File: src/rtl/pc_unit_pkg.sv
package pc_unit_pkg;

    typedef enum logic [2:0] {
        OP_STEP   = 3'd0,
        OP_JUMP   = 3'd1,
        OP_BRANCH = 3'd2,
        OP_CALL   = 3'd3,
        OP_IRQ    = 3'd4,
        OP_RETURN = 3'd5
    } pc_op_e;

    typedef enum logic [1:0] {
        ST_BOOT      = 2'd0,
        ST_SEQ       = 2'd1,
        ST_LOAD_FAR  = 2'd2,
        ST_LOAD_NEAR = 2'd3
    } pc_state_e;

endpackage

File: src/rtl/pc_ripple_inc.sv
module pc_ripple_inc #(
    parameter int W = 11
) (
    input  logic [W-1:0] a,
    output logic [W-1:0] y
);

    logic [W-1:0] carry;

    assign carry[0] = 1'b1;

    for (genvar i = 0; i < W; i++) begin : g_bit
        assign y[i] = a[i] ^ carry[i];
        if (i < W - 1) begin : g_chain
            assign carry[i+1] = a[i] & carry[i];
        end
    end

endmodule

File: src/rtl/pc_near_sel.sv
module pc_near_sel
    import pc_unit_pkg::*;
#(
    parameter int W = 11
) (
    input  logic [2:0]   op,
    input  logic [W-1:0] tgt,
    input  logic [W-1:0] vec,
    input  logic [W-1:0] ret,
    output logic [W-1:0] near_low
);

    always_comb begin
        case (pc_op_e'(op))
            OP_BRANCH: near_low = tgt;
            OP_CALL:   near_low = tgt;
            OP_IRQ:    near_low = vec;
            OP_RETURN: near_low = ret;
            default:   near_low = tgt;
        endcase
    end

endmodule

File: src/rtl/pc_unit.sv
module pc_unit
    import pc_unit_pkg::*;
#(
    parameter int LOW_W = 11
) (
    input  logic             clk,
    input  logic             rst_n,
    input  logic [2:0]       ctl_op,
    input  logic [LOW_W-1:0] tgt_addr,
    input  logic             page_in,
    input  logic [LOW_W-1:0] int_vec,
    input  logic [LOW_W-1:0] ret_addr,
    output logic [LOW_W:0]   rom_addr,
    output logic [LOW_W-1:0] push_addr
);

    localparam int ADDR_W = LOW_W + 1;

    pc_state_e        state_q;
    pc_state_e        state_nxt;
    logic [LOW_W-1:0] low_q;
    logic             page_q;
    logic [LOW_W-1:0] low_inc;
    logic [LOW_W-1:0] near_low;

    pc_ripple_inc #(.W(LOW_W)) i_inc (
        .a (low_q),
        .y (low_inc)
    );

    pc_near_sel #(.W(LOW_W)) i_near (
        .op       (ctl_op),
        .tgt      (tgt_addr),
        .vec      (int_vec),
        .ret      (ret_addr),
        .near_low (near_low)
    );

    always_comb begin
        case (pc_op_e'(ctl_op))
            OP_STEP:   state_nxt = ST_SEQ;
            OP_JUMP:   state_nxt = ST_LOAD_FAR;
            OP_BRANCH,
            OP_CALL,
            OP_IRQ,
            OP_RETURN: state_nxt = ST_LOAD_NEAR;
            default:   state_nxt = ST_SEQ;
        endcase
    end

    always_ff @(posedge clk or negedge rst_n) begin
        if (!rst_n) begin
            state_q <= ST_BOOT;
        end else begin
            state_q <= state_nxt;
        end
    end

    always_ff @(posedge clk or negedge rst_n) begin
        if (!rst_n) begin
            low_q  <= '0;
            page_q <= 1'b0;
        end else begin
            unique case (state_nxt)
                ST_SEQ: begin
                    low_q <= low_inc;
                end
                ST_LOAD_FAR: begin
                    low_q  <= tgt_addr;
                    page_q <= page_in;
                end
                ST_LOAD_NEAR: begin
                    low_q <= near_low;
                end
                ST_BOOT: begin
                    low_q  <= '0;
                    page_q <= 1'b0;
                end
            endcase
        end
    end

    assign rom_addr  = ADDR_W'({page_q, low_q});
    assign push_addr = low_inc;

endmodule

File: config.mk
export PLATFORM = sky130hd
export DESIGN_NAME = pc_unit
export DESIGN_NICKNAME = d
export VERILOG_FILES = /design/src/rtl/pc_unit_pkg.sv /design/src/rtl/pc_ripple_inc.sv /design/src/rtl/pc_near_sel.sv /design/src/rtl/pc_unit.sv
export SDC_FILE = /design/constraint.sdc
export NUM_CORES = 1
export LEC_CHECK = 0
export BUFFER_PORTS_ARGS = -buffer_cell sky130_fd_sc_hd__buf_2
export CORE_MARGIN = 5
export CORE_UTILIZATION = 43
export DETAILED_ROUTE_END_ITERATION = 16
export GPL_TIMING_DRIVEN = 1
export PLACE_DENSITY = 0.79
export SLEW_MARGIN = 10
export SYNTH_ARGS = -nofsm -noshare
export SYNTH_HDL_FRONTEND = slang
export SYNTH_SLANG_ARGS = --single-unit
File: constraint.sdc
create_clock -name clk -period 3.3 [get_ports clk]
set_input_delay 0.66 -clock clk [delete_from_list [all_inputs] [get_ports clk]]
set_output_delay 0.66 -clock clk [all_outputs]
set_load 0.01 [all_outputs]
==> flow_summary_export.csv <==
group,metric,value,unit
grt,overflow,0,
timing,fin_skew,0.00351,ns
yosys,synth.distinct_cells,26,
yosys,synth.area.top_cells,"dfrtp_1 29%, mux2i_1 15%, ha_1 11%",
die,core_region_area,2250,sq um
grt,grt_pass1_vias,1017,
yosys,syn-cell-area,1040,sq um
placement,gp_congestion,0.907,
placement,dp.cells,184,
clock_tree,clockBufferDepth,2,
clock_tree,cts_sinks,12,
yosys,async_reset_ff_share,100,%
timing,finalCritPeriodShare,96.1,%
drt,drtIter0Drc,19,
worst_setup_path,r2r_cells,12,
clock_tree,clock_latency,0.27,ns
die,start_util,46.3,%
clock_tree,htreeDepth,1,
worst_setup_path,crit_family,"adder cells",
yosys,yosysMostFrequentCell,"mux2i_1",
timing,slew_headroom,58.9,%
finish,stdcell_count,190,
drt,firstDrtPassIters,4,
drt,avgRoutedWirePerCell,14.8,um
clock_tree,cts_tree,"built",
timing,drv_slew,0,
yosys,synthFlopType,"dfrtp_1",
yosys,netlist_instances,105,
worst_setup_path,slowest_delay,0.40,ns
yosys,avgSynthCellArea,9.94,sq um
timing,hold_ws,0.251,ns
timing,setup-violations-final,0,
clock_tree,cts_buffers,3,
worst_setup_path,path_max_fanout,2,
clock_tree,clk_pin_slew,0.07,ns
drt,top_layer,"met4",
placement,dp_hpwl,2.17,mm
yosys,seq_area_frac_synth,28.8,%
timing,fmax,315,MHz
placement,io_buffers,61,
drt,ant_nets,0,
yosys,ys_ff_latch,12,
yosys,synth_top_area_cell,"dfrtp_1",
worst_setup_path,reg2reg_from,"low_q[0]",
finish,area_growth,29.0,%
clock_tree,root_buffer,"clkbuf_4",
power_and_ir_drop,p_leak,0.672,nW
yosys,synth_nets,153,
drt,num_vias,1027,
drt,drc,0,
finish,antennaDiodeCount,0,
yosys,ys.warnings.count,0,
worst_setup_path,cp.depth,11,
timing,worst_slack,0.130,ns
grt,grt_start_max_net_pins,36,
power_and_ir_drop,power.density,383,nW/um^2
finish,num-fill-cells,212,
timing,hold_viol_final,0,
finish,nets,211,
worst_setup_path,crit_top_cell,"ha_2",
timing,grt_setup_unrepaired,"no",
worst_setup_path,startpoint,"low_q[0]",
grt,grt_use_total,16.6,%
yosys,synth_top_area_share,28.8,%
drt,wl_met2,1.37,mm
timing,setup_tns,0,ns
grt,grt_pass1_wl,4.55,mm
worst_setup_path,path_buf_inv,1,
worst_setup_path,cp.arrival,2.51,ns
yosys,synth_edf_count,0,
finish,drive_gt1_share,48.8,%
die,die_area,3510,sq um
drt,avgViaCountPerCell,5.41,
drt,met1Wirelength,1.12,mm
job,cap_violations,0,
worst_setup_path,path_cells,"ha_2, ha_2, ha_2, ha_2, ha_1, ha_2, ha_2, ha_2, ha_2, xor2_1, buf_2",
power_and_ir_drop,ir_worst_vdd,0.000288,V
grt,grt_antenna_before_repair,0,
yosys,synth_common_cells,"16 x mux2i_1, 12 x dfrtp_1, 9 x ha_1, 6 x nor3_1, 6 x o21ai_0",
worst_setup_path,end_kind,"primary output",
die,die_height,59.3,um
die,pin_count,62,
timing,tightestPinTransition,0.617,ns
worst_setup_path,critPathKind,"flop to primary output",
worst_setup_path,crit_slowest_cell,"dfrtp_1",
placement,dp_slack,0.216,ns
worst_setup_path,start_kind,"flop",
die,std_cell_rows,17,
worst_setup_path,critPathRequiredTime,2.64,ns
status,outcome,"completed",
timing,fin_crit,3.17,ns
clock_tree,cts_hold_buf,0,
die,die_w,59.3,um
hold_path,min_path_type,"primary input to async pin",
drt,dr_wl_met3,315,um
drt,wl,2.82,mm
[state kept, by name, summed over array words and instances, names as in the netlist]
signal	flops
low_q	11
page_q	1
[final cells by class]
type                    count  area [sq um]  area share, %
multi-input cells          81           647           48.0
repair buffers             63           320           23.8
flip-flops and latches     12           300           22.3
clock buffers               4          36.3           2.70
well taps                  28          35.0           2.60
inverters                   2          7.51          0.558
[through the flow]
step	area, sq um	total power (W)	utilization [%]
floorplan	1040	0.000319	-
global placement	1270	0.000388	56.5
detailed placement	1270	0.000395	56.5
CTS	1330	0.000518	59.0
global route	1350	0.000557	59.7
finish	1350	0.000515	59.7
[worst reg2reg max path, delay by kind of cell, from the launching register on]
family | cells | cell delay [ns]
flops | 1 | 0.40
simple gates | 1 | 0.18
compound gates | 2 | 0.26
fa+ha+maj | 9 | 1.61
[per-layer routing]
layer | track usage, % | up-vias
li1 | - | 505
met1 | 20.1 | 474
met2 | 28.4 | 46
met3 | 6.32 | 2
met4 | 1.94 | 0
met5 | 0 | -
[cell families after synthesis]
group                    Yosys count  synth area share, %
AO/OA/AOI/OAI                     33                 20.3
AND/OR/NAND/NOR                   21                 11.8
multiplexers                      17                 16.4
buffers and inverters             12                 11.2
flip-flops                        12                 28.8
adder cells (fa/ha/maj)            9                 10.8
XOR/XNOR                           1                0.839
[worst paths after layout]
path | to | slack (ns)
hold / removal | low_q[10] | 0.25
min in group clk | page_q | 0.51
max in group asynchronous | low_q[4] | 2.83
setup reg to reg | low_q[9] | 0.76
setup / recovery | push_addr[10] | 0.13
hold reg to reg | page_q | 0.51
[power by group]
group / switching, W / total [W] / internal, W
combinational: 0.000115 / 0.000221 / 0.000106
sequential: 0.0000122 / 0.000180 / 0.000168
clock: 0.0000476 / 0.000115 / 0.0000671
total: 0.000175 / 0.000515 / 0.000340
[placed cells by master, fill, tap and decap left out, drive strengths merged]
master / instances
xor2: 1
inv: 2
dfrtp: 12
mux2: 1
o21ai: 7
ha: 9
nor3b: 1
and2: 1
mux2i: 16
a22oi: 5
nand2: 1
o211ai: 1
a211oi: 5
nor3: 6
a21oi: 5
o21a: 5
buf: 63
nor2: 6
and2b: 1
clkbuf: 4
nor2b: 5
o22ai: 5
[repair_timing]
item                                    CTS  global route
endpoints found under the setup margin    2             2
gates resized for setup                   5             3
pin swaps                                 0             1
buffers inserted                          1             1
No activity file was read; power rests on OpenSTA's default activity.
